[config.mk]
export PLATFORM = sky130hd
export DESIGN_NAME = rrq_resp_ctrl
export DESIGN_NICKNAME = d
export VERILOG_FILES = /design/src/rtl/rrq_pkg.sv /design/src/rtl/rrq_id_match.sv /design/src/rtl/rrq_tx_track.sv /design/src/rtl/rrq_code_fsm.sv /design/src/rtl/rrq_resp_ctrl.sv
export SDC_FILE = /design/constraint.sdc
export NUM_CORES = 1
export LEC_CHECK = 0
export ABC_AREA = 1
export BUFFER_PORTS_ARGS = -buffer_cell sky130_fd_sc_hd__clkbuf_2
export CAP_MARGIN = 10
export CORE_MARGIN = 1
export CORE_UTILIZATION = 34
export CTS_CLUSTER_SIZE = 25
export DETAILED_ROUTE_END_ITERATION = 8
export GPL_TIMING_DRIVEN = 0
export PLACE_DENSITY = 0.78
export SYNTH_ARGS = -nofsm -noshare
export SYNTH_HDL_FRONTEND = slang
export SYNTH_HIERARCHICAL = 1
export SYNTH_SLANG_ARGS = --single-unit
[constraint.sdc]
create_clock -name clk -period 1.1 [get_ports clk]
set_input_delay 0.055 -clock clk [delete_from_list [all_inputs] [get_ports clk]]
set_output_delay 0.055 -clock clk [all_outputs]
set_load 0.01 [all_outputs]
[src/rtl/rrq_pkg.sv]
package rrq_pkg;
  localparam int CODE_W = 4;
  localparam int ID_W   = 29;
  localparam int STD_W  = 11;

  localparam logic [CODE_W-1:0] CODE_INACTIVE = 4'b1000;
  localparam logic [CODE_W-1:0] CODE_ARMED    = 4'b1010;
  localparam logic [CODE_W-1:0] CODE_SEND     = 4'b1110;
endpackage

[src/rtl/rrq_id_match.sv]
// Compares a received remote request with the buffer identifier.
module rrq_id_match #(
  parameter int ID_W  = rrq_pkg::ID_W,
  parameter int STD_W = rrq_pkg::STD_W
) (
  input  logic [ID_W-1:0] cfg_id,
  input  logic            cfg_ide,
  input  logic            rx_valid,
  input  logic [ID_W-1:0] rx_id,
  input  logic            rx_ide,
  input  logic            rx_rtr,
  output logic            hit
);
  localparam int EXT_ONLY = ID_W - STD_W;

  logic [ID_W-1:0] bit_eq;
  logic [ID_W-1:0] care;

  // per-bit equality, and which bits matter for the frame format
  for (genvar b = 0; b < ID_W; b++) begin : g_bit
    assign bit_eq[b] = (rx_id[b] == cfg_id[b]);
    if (b < STD_W) begin : g_std
      assign care[b] = 1'b1;
    end else begin : g_ext
      assign care[b] = rx_ide;
    end
  end

  logic id_same;
  assign id_same = &(bit_eq | ~care);

  assign hit = rx_valid && rx_rtr && (rx_ide == cfg_ide) && id_same;

  initial begin
    AST_STD_FITS: assert (EXT_ONLY > 0);
  end
endmodule

[src/rtl/rrq_tx_track.sv]
// Tracks whether a granted frame is on the bus and forms the request.
module rrq_tx_track #(
  parameter int CODE_W = rrq_pkg::CODE_W
) (
  input  logic              clk,
  input  logic              rst_n,
  input  logic [CODE_W-1:0] code,
  input  logic              arb_grant,
  input  logic              tx_ok,
  input  logic              tx_fail,
  input  logic              cpu_wr,
  output logic              in_flight,
  output logic              done_ok,
  output logic              tx_req
);
  import rrq_pkg::*;

  logic finish;
  assign finish  = in_flight && (tx_ok || tx_fail);
  assign done_ok = in_flight && tx_ok;
  assign tx_req  = (code == CODE_SEND) && !in_flight;

  always_ff @(posedge clk or negedge rst_n) begin
    if (!rst_n)                  in_flight <= 1'b0;
    else if (cpu_wr)             in_flight <= 1'b0;
    else if (finish)             in_flight <= 1'b0;
    else if (tx_req && arb_grant) in_flight <= 1'b1;
  end

  AST_GRANT_DROPS: assert property (@(posedge clk) disable iff (!rst_n)
    (tx_req && arb_grant && !cpu_wr) |=> (!tx_req && in_flight));
  AST_FAIL_RETRY: assert property (@(posedge clk) disable iff (!rst_n)
    (in_flight && tx_fail && !tx_ok && !cpu_wr) |=> !in_flight);
  AST_WRITE_CLEARS: assert property (@(posedge clk) disable iff (!rst_n)
    cpu_wr |=> !in_flight);
endmodule

[src/rtl/rrq_code_fsm.sv]
// Holds the buffer code and applies CPU writes and automatic updates.
module rrq_code_fsm #(
  parameter int CODE_W = rrq_pkg::CODE_W
) (
  input  logic              clk,
  input  logic              rst_n,
  input  logic              cpu_wr,
  input  logic [CODE_W-1:0] cpu_code,
  input  logic              hit,
  input  logic              done_ok,
  output logic [CODE_W-1:0] code
);
  import rrq_pkg::*;

  logic [CODE_W-1:0] code_nxt;

  always_comb begin
    code_nxt = code;
    if (cpu_wr)                               code_nxt = cpu_code;
    else if (code == CODE_SEND && done_ok)    code_nxt = CODE_ARMED;
    else if (code == CODE_ARMED && hit)       code_nxt = CODE_SEND;
  end

  always_ff @(posedge clk or negedge rst_n) begin
    if (!rst_n) code <= CODE_INACTIVE;
    else        code <= code_nxt;
  end

  AST_MATCH_ARMS: assert property (@(posedge clk) disable iff (!rst_n)
    (code == CODE_ARMED && hit && !cpu_wr) |=> (code == CODE_SEND));
  AST_OK_REARM: assert property (@(posedge clk) disable iff (!rst_n)
    (code == CODE_SEND && done_ok && !cpu_wr) |=> (code == CODE_ARMED));
  AST_CPU_WINS: assert property (@(posedge clk) disable iff (!rst_n)
    cpu_wr |=> (code == $past(cpu_code)));
endmodule

[src/rtl/rrq_resp_ctrl.sv]
module rrq_resp_ctrl #(
  parameter int ID_W   = rrq_pkg::ID_W,
  parameter int STD_W  = rrq_pkg::STD_W,
  parameter int CODE_W = rrq_pkg::CODE_W
) (
  input  logic              clk,
  input  logic              rst_n,
  input  logic [ID_W-1:0]   cfg_id,
  input  logic              cfg_ide,
  input  logic              rx_valid,
  input  logic [ID_W-1:0]   rx_id,
  input  logic              rx_ide,
  input  logic              rx_rtr,
  input  logic              arb_grant,
  input  logic              tx_ok,
  input  logic              tx_fail,
  input  logic              cpu_wr,
  input  logic [CODE_W-1:0] cpu_code,
  output logic [CODE_W-1:0] code_o,
  output logic              tx_req
);
  import rrq_pkg::*;

  logic hit;
  logic in_flight;
  logic done_ok;

  rrq_id_match #(.ID_W(ID_W), .STD_W(STD_W)) u_match (
    .cfg_id   (cfg_id),
    .cfg_ide  (cfg_ide),
    .rx_valid (rx_valid),
    .rx_id    (rx_id),
    .rx_ide   (rx_ide),
    .rx_rtr   (rx_rtr),
    .hit      (hit)
  );

  rrq_code_fsm #(.CODE_W(CODE_W)) u_fsm (
    .clk      (clk),
    .rst_n    (rst_n),
    .cpu_wr   (cpu_wr),
    .cpu_code (cpu_code),
    .hit      (hit),
    .done_ok  (done_ok),
    .code     (code_o)
  );

  rrq_tx_track #(.CODE_W(CODE_W)) u_track (
    .clk       (clk),
    .rst_n     (rst_n),
    .code      (code_o),
    .arb_grant (arb_grant),
    .tx_ok     (tx_ok),
    .tx_fail   (tx_fail),
    .cpu_wr    (cpu_wr),
    .in_flight (in_flight),
    .done_ok   (done_ok),
    .tx_req    (tx_req)
  );

  AST_DATA_FRAME_IGNORED: assert property (@(posedge clk) disable iff (!rst_n)
    (code_o == CODE_ARMED && rx_valid && !rx_rtr && !cpu_wr) |=> (code_o == CODE_ARMED));
  AST_REQ_ONLY_SEND: assert property (@(posedge clk) disable iff (!rst_n)
    tx_req |-> (code_o == CODE_SEND));
  AST_IDLE_NO_WAKE: assert property (@(posedge clk) disable iff (!rst_n)
    (code_o == CODE_INACTIVE && !cpu_wr) |=> (code_o == CODE_INACTIVE && !tx_req));
  AST_FAIL_KEEPS_SEND: assert property (@(posedge clk) disable iff (!rst_n)
    (in_flight && tx_fail && !tx_ok && !cpu_wr) |=> (code_o == CODE_SEND && tx_req));
endmodule

Word level (Yosys, flattened, before mapping)
Index checks and enable logic that the tools add are counted.
Word-level totals
  flip-flop bits (word level): 5
  latch bits: 0
  memory bits (writable): 0
  memory bits (read-only): 0
  output and inout port bits: 5
  memories: 0
Cells by class
  $add $sub $neg: 0
  $mul: 0
  div/mod/pow operators: 0
  $lt $le $gt $ge: 0
  equal/unequal tests: 32
  shift operators: 0
  multiplexer cells: 6
  bitwise logic cells: 2
  reduce and logical (&&, ||, !) cells: 14
Operators with widths (count)
  == test 1 bit: 30
  NOT 29 bit: 1
  OR 29 bit: 1
  AND reduction 29 bit: 1
  2-to-1 mux 4 bit: 3
  logical AND 1 bit: 9
  == test 4 bit (second input constant): 2
  nonzero test 3 bit: 2
  2-to-1 mux 1 bit: 3
  logical NOT 1 bit: 1
  logical OR 1 bit: 1

Longest topological paths before layout
Gate-level depths: netlist of run 1.
  depth after elaboration: 8
  gate-level depth with buffers: 14
  mapped depth without buffers: 14

By module
Netlist of run 1, hierarchy kept.
By module, submodules not included
  rrq_id_match: instances 1, cells an instance 121, area each 516.7 um^2, seq. area each 0.0 um^2
  rrq_code_fsm: instances 1, cells an instance 35, area each 246.5 um^2, seq. area each 101.3 um^2
  rrq_tx_track: instances 1, cells an instance 14, area each 85.1 um^2, seq. area each 25.0 um^2

Worst setup path before layout of run 1
No wires, ideal clock.
  path kind: register to output
  from: register u_fsm.code[3]
  to: output port tx_req
  arrival: 1040 ps
  slack: 5 ps
  stages on the path, launching flop included: 3
  cells stage by stage: dfstp_2 inv_1 nor4_1
Between the ends
  longest elaborated chain between the ends: 2
Ends and longest elaborated chain
  start: declaration: line rrq_code_fsm.sv:11  | output logic [CODE_W-1:0] code
  start signal: assignment: line rrq_code_fsm.sv:26  | else code <= code_nxt;
  == test 4 bit: line rrq_tx_track.sv:21  | assign tx_req = (code == CODE_SEND) && !in_flight;
  logical AND 1 bit: line rrq_tx_track.sv:21
  end: declaration: line rrq_resp_ctrl.sv:20  | output logic tx_req
Every way passes these cells.

Final worst setup path of run 1
  from: register u_fsm.code[0]
  to: output port tx_req
The elaborated chain is that of the path after synthesis.

==> results of run 1 <==
## synthesized netlist by cell type
cell type | instances | area share, %
inv_2 | 1 | 0.44
nor2_2 | 3 | 2.2
o221ai_1 | 1 | 1.0
dfrtp_1 | 4 | 12
nand3_2 | 2 | 2.4
a21oi_2 | 1 | 1.0
nand3_1 | 7 | 4.1
nand2_1 | 66 | 29
xnor2_1 | 8 | 8.3
inv_1 | 38 | 17
xor2_1 | 1 | 1.0
a21oi_1 | 2 | 1.2
dfstp_2 | 1 | 3.1
nor2_1 | 25 | 11
nor4_1 | 1 | 0.74
nor3_1 | 1 | 0.59
or2_1 | 2 | 1.5
o21ai_0 | 6 | 3.5
## worst min-delay path: stages
cell and delay (ns):
clkbuf_2 0.08, nand2_1 0.04, nand2_1 0.05
## worst max path at each step
stage | start | endpoint | slack, ns
2_1_floorplan | u_fsm/code[3]$_DFFE_PN1P_ | tx_req | 0.005
3_5_place_dp | cfg_id[11] | u_fsm/code[0]$_DFFE_PN0P_ | -0.24
6_report | u_fsm/code[0]$_DFFE_PN0P_ | tx_req | -0.07
4_1_cts | u_track/in_flight$_DFFE_PN0P_ | tx_req | -0.08
5_1_grt | u_fsm/code[0]$_DFFE_PN0P_ | tx_req | -0.14
3_3_place_gp | cfg_id[11] | u_fsm/code[0]$_DFFE_PN0P_ | -0.23
## per-stage QoR
step           cells  worst slack [ns]  utilization [%]
5_1_grt          283           -0.1391            64.05
6_report         283          -0.07244            64.05
2_1_floorplan    170          0.004872                -
4_1_cts          281          -0.07886            58.11
3_5_place_dp     274           -0.2354            55.53
3_3_place_gp     274           -0.2305            55.53
## cells by family (layout without fill, tap and decap cells)
| kind of cell | count (synthesis) | in the layout | synth area share, % |
|---|---|---|---|
| simple gates | 107 | 107 | 51.77 |
| flops | 5 | 5 | 14.90 |
| buf+inv | 39 | 124 | 17.26 |
| xor+xnor | 9 | 9 | 9.293 |
| compound gates | 10 | 10 | 6.785 |
## per-layer routing
metal / vias to the layer above / track usage [%]
li1: 667 / -
met1: 491 / 18.56
met2: 44 / 33.76
met3: 2 / 4.678
met4: 0 / 4.054
met5: - / 0
## where the power goes
group	switching, uW	internal [uW]	total (uW)
Clock	74.2	137	211
Combinational	217	236	453
Sequential	17.8	203	221
## final cells by class
type,instances,area share (%)
Clock buffer,4,1.803
Inverter,39,10.04
Multi-Input combinational cell,126,45.41
Sequential cell,5,8.841
Tap cell,28,2.403
Timing Repair Buffer,81,31.50
## sequential cells by signal, indices dropped and copies added, names as in the netlist
signal and cells:
u_fsm/code 4, u_track/in_flight 1
## what timing repair did
action / in CTS / in global routing
gates resized for setup: 3 / 35
setup endpoints to repair: 1 / 6
pin swaps: 2 / 16
setup buffers: 2 / 2
hold endpoints to repair: 5 / 0
hold buffers: 1 / 0
gates cloned: 0 / 0
==> flow_summary.ini, run 1 <==
[status]
outcome = complete, but fails checks
violations = negative setup slack

[synth]
syn_area_um2 = 848.3
syn_inst = 170
synth.distinct_cells = 18
ys_seq_area_share_pct = 14.90
syn-num-nets = 242
synth_area_per_cell_um2 = 4.990
yosysWarnings = 6
synth_seq_cells = 5

[global_route]
grt.total_usage_pct = 17.57
gr-total-overflow = 0
grt_first_pass_wirelength_mm = 3.650
grt_start_max_net_pins = 7
grt_pass1_vias = 1037
antenna_found_initial = 0

[timing]
tightest_slew_ns = 0.1909
min_period_over_period_pct = 106.6
setup_ws_ns = -0.07244
finalCriticalPeriod_ns = 1.172
fin_setup_tns_ns = -0.1880
fmax_mhz = 852.9
setup_viol = 5
max_slew_margin_pct = 87.14
drv_slew = 0
rsz0062_at_grt = yes
hold_violations = 0
holdWs_ns = 0.01326
clock_skew_ns = 0.009667

[clock_network]
cts_buffer_depth = 2
clkLatencyLatePin_ns = 0.24
cts_made_buffers = 3
cts_tree = done
clkTransAtPathRegs_ns = 0.05
root_buffer = clkbuf_4
h-tree-depth = 1
cts_num_sinks = 5

[pwr]
max-vdd-ir-drop_v = 0.0009319
total_power_uw = 885.3
p_leak_uw = 0.0009162
p_per_area_nw_per_um2 = 607.3

[route]
wl_met2_mm = 1.289
highest_layer = met4
post_drt_via_cell_ratio = 4.254
drt_iter0_markers = 15
wl_mm = 2.481
drc_errors = 0
drtPass1Iterations = 4
wl_per_cell_um = 8.767
ant_nets = 0
wl_met3_um = 142
wl_met1_mm = 1.026
num_vias = 1204

[worst_hold_path]
holdCritStartpoint = cpu_code[2]
hold_path_class = input port to flop
whs_path_depth = 3
min_to = u_fsm/code[2]$_DFFE_PN0P_

[floorplanning]
die_w_um = 51.95
core.rowCount = 17
die_h_um = 51.95
core_um2 = 2276
dieArea_um2 = 2699
io_pins = 77
initial_core_util_pct = 37.27

[setup_path]
worstPathMaxFanout = 6
critPathLaunchType = flop
end_kind = output pin
path_depth = 2
critPathMaxStageDelay_ns = 0.46
cp.required_ns = 1.04
timing.critical_path.buf_inv = 1
path_cells = nor4_4 > buf_2
r2r-start = u_fsm/code[3]$_DFFE_PN1P_
worstRegToRegCells = 6
critPathTopFamily = flip-flops
reg2reg_to = u_fsm/code[0]$_DFFE_PN0P_
reg2reg_slack_ns = -0.06
worst_ep_arrival_time_ns = 1.12
cp_slowest_cell = dfrtp_2
critical_path_class = flop to output pin

[flow_run]
cap_violations = 0

[layout]
seq_area_um2 = 128.9
design_area_um2 = 1458
syn2layout_area_growth_pct = 71.83
final_cell_mix = clkbuf_2 (70), nand2_1 (61), inv_1 (36)
drive_above_1_share_pct = 42.75
layout.nets = 328
multi_input_area_um2 = 661.9
diodes = 0
fillCellCount = 228
layout_commonest_cell = clkbuf_2

[place]
placed_area_um2 = 1264
dp_hpwl_mm = 1.840
port_buffers = 76
gp_congestion = 0.7390
Power figures use the tool's default switching activity.
==> run 2, diff against run 1 <==
--- a/config.mk
+++ b/config.mk
@@ -8,12 +8,14 @@
 export ABC_AREA = 1
 export BUFFER_PORTS_ARGS = -buffer_cell sky130_fd_sc_hd__clkbuf_2
 export CAP_MARGIN = 10
+export CELL_PAD_IN_SITES_DETAIL_PLACEMENT = 1
+export CELL_PAD_IN_SITES_GLOBAL_PLACEMENT = 1
 export CORE_MARGIN = 1
-export CORE_UTILIZATION = 34
+export CORE_UTILIZATION = 19
 export CTS_CLUSTER_SIZE = 25
 export DETAILED_ROUTE_END_ITERATION = 8
 export GPL_TIMING_DRIVEN = 0
-export PLACE_DENSITY = 0.78
+export PLACE_DENSITY = 0.76
 export SYNTH_ARGS = -nofsm -noshare
 export SYNTH_HDL_FRONTEND = slang
 export SYNTH_HIERARCHICAL = 1
==> run 2 against run 1 <==
Compared with the run above: largest power group unchanged; final cell count is 8.1% higher; combinational power is 6.8% higher; largest cell class unchanged; via count up 4.8%; design area increased by 6.3%; setup slack got worse by 0.018 ns; routed wire length rose by 30%; die area up 75%; maximum frequency decreased by 1.5%; the run still ends with negative setup slack left; highest routed layer unchanged; global-route usage shrank 5.2 points; count of clock-buffer cells in the layout unchanged.
==> flow_summary.ini, run 2 (same netlist as run 1, synthesis figures left out) <==
[setup_path]
critPathLaunchType = flop
critical_path_class = flop to output pin
timing.critical_path.buf_inv = 2
worst_ep_arrival_time_ns = 1.14
path_cells = inv_1 > nor4_2 > buf_2
worstPathMaxFanout = 2
critPathTopFamily = flip-flops
worstRegToRegCells = 6
critPathMaxStageDelay_ns = 0.54
end_kind = output pin
cp.required_ns = 1.04
path_depth = 3
cp_slowest_cell = dfstp_2

[clock_network]
cts_made_buffers = 3
cts_num_sinks = 5
root_buffer = clkbuf_8
clkLatencyLatePin_ns = 0.23
clkTransAtPathRegs_ns = 0.04
h-tree-depth = 1
cts_tree = done
cts_buffer_depth = 2

[status]
violations = negative setup slack
outcome = complete, but fails checks

[layout]
top_regs = u_fsm/code (4), u_track/in_flight (1)
final_cell_mix = clkbuf_2 (62), nand2_1 (62), inv_1 (33)
syn2layout_area_growth_pct = 82.60
top_register = u_fsm/code
post-route-util_pct = 37.38
stdcell_count = 306
diodes = 0
design_area_um2 = 1549
drive_above_1_share_pct = 44.53
largest_reg_flops = 4
layout.nets = 329

[pwr]
max-vdd-ir-drop_v = 0.0002828
p_leak_uw = 0.0009397
p_per_area_nw_per_um2 = 683.8

[route]
drc_errors = 0
wl_mm = 3.215
drtPass1Iterations = 4
drt_iter0_markers = 8
num_vias = 1262
post_drt_via_cell_ratio = 4.124
ant_nets = 0
wl_per_cell_um = 10.51

[global_route]
antenna_found_initial = 0
grt_pass1_vias = 1166
gr-total-overflow = 0
grt_first_pass_wirelength_mm = 4.443
grt_start_max_net_pins = 6
grt.total_usage_pct = 12.41

[timing]
finalCriticalPeriod_ns = 1.190
min_period_over_period_pct = 108.2
rsz0062_at_grt = yes
tightest_slew_ns = 0.2025
fmax_mhz = 840.1
drv_slew = 0
fin_setup_tns_ns = -0.3701
clock_skew_ns = 0.006809
setup_viol = 6
setup_ws_ns = -0.09032
holdWs_ns = 0.04448
hold_violations = 0
max_slew_margin_pct = 86.39

[flow_run]
cap_violations = 0

[place]
placedCellCount = 296
gp_congestion = 0.7016
placed_area_um2 = 1291
port_buffers = 76
dp_hpwl_mm = 2.553

[floorplanning]
core_um2 = 4144
io_pins = 77
die_h_um = 68.82
initial_core_util_pct = 20.47
die_w_um = 68.82
core.rowCount = 23
dieArea_um2 = 4736

[worst_hold_path]
hold_path_class = input port to flop
whs_path_depth = 3
[run 2: cell count changes in the layout (fill, tap and decap cells not counted), sizes merged]
cell / previous run / this run
buf: 10 / 19
clkbuf: 74 / 66
[run 2: path summary, 6_finish.rpt]
| check | startpoint | end | slack (ns) |
|---|---|---|---|
| max | u_fsm/code[3]$_DFFE_PN1P_ | tx_req | -0.09 |
| min | cpu_code[2] | u_fsm/code[2]$_DFFE_PN0P_ | 0.04 |
| max reg2reg | u_fsm/code[3]$_DFFE_PN1P_ | u_fsm/code[1]$_DFFE_PN0P_ | -0.08 |
| min reg2reg | u_track/in_flight$_DFFE_PN0P_ | u_track/in_flight$_DFFE_PN0P_ | 0.60 |
| max in group asynchronous | rst_n | u_fsm/code[3]$_DFFE_PN1P_ | 0.63 |
| min in group asynchronous | rst_n | u_fsm/code[2]$_DFFE_PN0P_ | 0.24 |
[run 2: what timing repair did]
item                                   4_1_cts  5_1_grt
pin swaps                                    3       17
hold buffers                                 1        0
setup endpoints to repair                    4        6
endpoints found under the hold margin        5        0
gates resized for setup                      5       41
buffers inserted                             3        2
[run 2: stage by stage]
stage               power [uW]  worst slack [ns]
CTS                      993.9          -0.08211
global route              1139           -0.1666
global placement         592.3           -0.2856
floorplan                402.8          0.004872
finish                    1059          -0.09032
detailed placement       604.8           -0.2675
[run 2: where the power goes]
group / internal (uW) / total [uW] / leakage, uW / switching [uW]
logic: 258 / 484 / 0.000859 / 226
registers: 204 / 220 / 0.0000581 / 15.8
clock network: 250 / 356 / 0.0000228 / 105
[run 2: area by class of cell]
| type | instances | area, um^2 |
|---|---|---|
| clock buffer | 4 | 45.04 |
| fill | 593 | 2595 |
| inverter | 39 | 148.9 |
| multi-input combinational | 126 | 643.1 |
| sequential | 5 | 128.9 |
| tap | 50 | 62.56 |
| timing repair buffer | 82 | 520.5 |
[run 2: worst reg2reg max path: stages (launching register included)]
cell and delay [ns]:
dfstp_2 0.54, buf_6 0.12, nand3_2 0.07, nor2_2 0.15
nor2_4 0.06, nand3_2 0.07, nand2_1 0.05
[run 2: metal layers]
metal	global-route usage (%)	wire, um
met1	12.25	1206
met2	26.10	1755
met3	2.467	238
met4	2.296	14
met5	0	0
==> run 3, diff against run 2 <==
--- a/config.mk
+++ b/config.mk
@@ -15,8 +15,7 @@
 export CTS_CLUSTER_SIZE = 25
 export DETAILED_ROUTE_END_ITERATION = 8
 export GPL_TIMING_DRIVEN = 0
-export PLACE_DENSITY = 0.76
+export PLACE_DENSITY = 0.77
 export SYNTH_ARGS = -nofsm -noshare
 export SYNTH_HDL_FRONTEND = slang
-export SYNTH_HIERARCHICAL = 1
 export SYNTH_SLANG_ARGS = --single-unit
==> run 3 against run 2 <==
Compared with the run above: the flow still finishes with violations (negative setup slack); routed wire length decreased by 11%; first-iteration DRC count increased by 110%; die area decreased by 4.6%; synthesized cell count decreased by 5.9%; critical path depth increased by 5; clock power decreased by 1%; flip-flop and latch count unchanged.
==> flow_summary.ini, run 3 <==
[status]
outcome = complete, but fails checks
violations = negative setup slack

[layout]
final_cell_mix = clkbuf_2 (75), nand2_1 (62), inv_1 (30)
layout.nets = 315
syn2layout_area_growth_pct = 64.86
drive_above_1_share_pct = 39.67
top_regs = u_fsm.code (4), u_track.in_flight (1)
largest_reg_flops = 4
layout_commonest_cell = clkbuf_2
fillCellCount = 598
diodes = 0
top_register = u_fsm.code
multi_input_area_um2 = 569.3
seq_area_um2 = 126.4

[synth]
ys_seq_area_share_pct = 15.63
syn-num-nets = 232
synthTopCellsByCount = nand2_1 (62), inv_1 (31), nor2_1 (22)
synth_ff_type = dfrtp_1
synth_edf_count = 0
synth_seq_cells = 5
synth_top_area_cell = nand2_1
synth.distinct_cells = 19
async_reset_ff_share_pct = 100.0
synth_most_common_cell = nand2_1
synth.top_cell.area_share_pct = 28.79
syn_inst = 160
syn_area_um2 = 808.3
yosysWarnings = 0
synth_area_per_cell_um2 = 5.052
synth.area.top_cells = nand2_1 (29%), inv_1 (14%), dfrtp_1 (12%), nor2_1 (10%), nand3_1 (6.2%)

[timing]
setup_ws_ns = -0.2058
setup_viol = 5
clock_skew_ns = 0.002830
fmax_mhz = 765.8
hold_violations = 0
drv_slew = 0
max_slew_margin_pct = 87.22
min_period_over_period_pct = 118.7
rsz0062_at_grt = yes
finalCriticalPeriod_ns = 1.306
fin_setup_tns_ns = -0.8115
tightest_slew_ns = 0.1917

[setup_path]
critPathLaunchType = flop
r2r-start = u_fsm.code[3]$_DFFE_PN1P_
end_kind = flop
reg2reg_to = u_fsm.code[2]$_DFFE_PN0P_
cp.required_ns = 1.26
critical_path_class = flop to flop
worstRegToRegCells = 8
reg2reg_slack_ns = -0.21
worstPathMaxFanout = 5
worst_ep_arrival_time_ns = 1.47

[route]
drt_iter0_markers = 17
drc_errors = 0
ant_nets = 0
post_drt_via_cell_ratio = 4.055
num_vias = 1184
wl_mm = 2.857
wl_per_cell_um = 9.784
drtPass1Iterations = 4

[floorplanning]
die_w_um = 67.23
core_um2 = 4029
dieArea_um2 = 4519
initial_core_util_pct = 20.06
io_pins = 77
core.rowCount = 23
die_h_um = 67.23

[place]
dp_hpwl_mm = 2.441
pre_cts_slack_ns = -0.1892
gp_congestion = 0.7227
port_buffers = 76

[flow_run]
cap_violations = 0

[global_route]
grt_start_max_net_pins = 6
gr-total-overflow = 0
grt_first_pass_wirelength_mm = 4.367
antenna_found_initial = 0
grt.total_usage_pct = 12.58
grt_pass1_vias = 1128

[clock_network]
cts_num_sinks = 5
clkLatencyLatePin_ns = 0.23
root_buffer = clkbuf_8
cts_tree = done
clkTransAtPathRegs_ns = 0.04
cts_made_buffers = 3
h-tree-depth = 1
cts_buffer_depth = 2

[pwr]
max-vdd-ir-drop_v = 0.0002623
p_leak_uw = 0.0008753
p_per_area_nw_per_um2 = 720.1

[worst_hold_path]
whs_path_depth = 3
holdCritStartpoint = cpu_code[0]
hold_path_class = input port to flop
min_to = u_fsm.code[0]$_DFFE_PN0P_
## run 3: cells by family after synthesis
group	synth area share (%)
AOI/OAI and AO/OA	4.798
buffers and inverters	16.25
xor gates and xnor gates	10.84
DFF	15.64
and+or+nand+nor	52.48
## run 3: repair_timing
item                                   4_1_cts  5_1_grt
endpoints found under the hold margin        5        0
resized for setup                            1        5
pin swaps                                    3        1
buffers inserted                             1        0
hold buffers                                 1        0
setup endpoints to repair                    5        6
## run 3: how the worst max path moves through the flow
stage                         startpoint                   endpoint  cells past startpoint
2_1_floorplan  u_fsm.code[3]$_DFFE_PN1P_  u_fsm.code[2]$_DFFE_PN0P_                      7
3_3_place_gp   u_fsm.code[3]$_DFFE_PN1P_  u_fsm.code[2]$_DFFE_PN0P_                      8
3_5_place_dp   u_fsm.code[0]$_DFFE_PN0P_  u_fsm.code[1]$_DFFE_PN0P_                      9
4_1_cts        u_fsm.code[3]$_DFFE_PN1P_  u_fsm.code[1]$_DFFE_PN0P_                      8
5_1_grt        u_fsm.code[2]$_DFFE_PN0P_  u_fsm.code[2]$_DFFE_PN0P_                      9
6_report       u_fsm.code[3]$_DFFE_PN1P_  u_fsm.code[2]$_DFFE_PN0P_                      8
## run 3: layout make-up
class | instances | share of cell area (%)
tap | 50 | 4.695
timing repair buffer | 78 | 29.86
sequential | 5 | 9.484
inverter | 35 | 9.859
multi-input combinational | 120 | 42.72
clock buffer | 4 | 3.380
## run 3: report_power, final
| part | internal (uW) | total, uW | switching, uW | leakage [uW] |
|---|---|---|---|---|
| clock network | 250 | 351 | 101 | 0.0000228 |
| logic | 197 | 385 | 188 | 0.000793 |
| registers | 203 | 224 | 20.3 | 0.0000598 |
| total | 650 | 960 | 310 | 0.000875 |
## run 3: critical path, stage by stage (launching register included)
cell and delay, ns:
dfstp_2 0.56, nand3_2 0.07, nor2_1 0.08, nand2_1 0.06, nor3_2 0.12, nand2_2 0.12, nand2_2 0.09, nand2_1 0.07
nand2_1 0.06
## run 3: per-stage QoR
stage / total power, uW / instances / instance area [um^2] / hold slack (ns) / util (%)
2_1_floorplan: 394.3 / 160 / 808.3 / -0.2406 / -
3_3_place_gp: 582.8 / 286 / 1251 / -0.1249 / 31.06
3_5_place_dp: 593.7 / 286 / 1251 / -0.1211 / 31.06
4_1_cts: 959.2 / 292 / 1319 / 0.05939 / 32.73
5_1_grt: 1026 / 292 / 1333 / 0.07034 / 33.07
6_report: 959.5 / 292 / 1333 / 0.05048 / 33.07
## run 3: layer usage
| metal | GRT usage (%) | wire length, um | vias up |
|---|---|---|---|
| met5 | 0 | 0 | - |
| met4 | 4.787 | 29 | 0 |
| met3 | 2.196 | 144 | 4 |
| met2 | 25.25 | 1626 | 37 |
| met1 | 12.53 | 1057 | 515 |
| li1 | - | - | 628 |
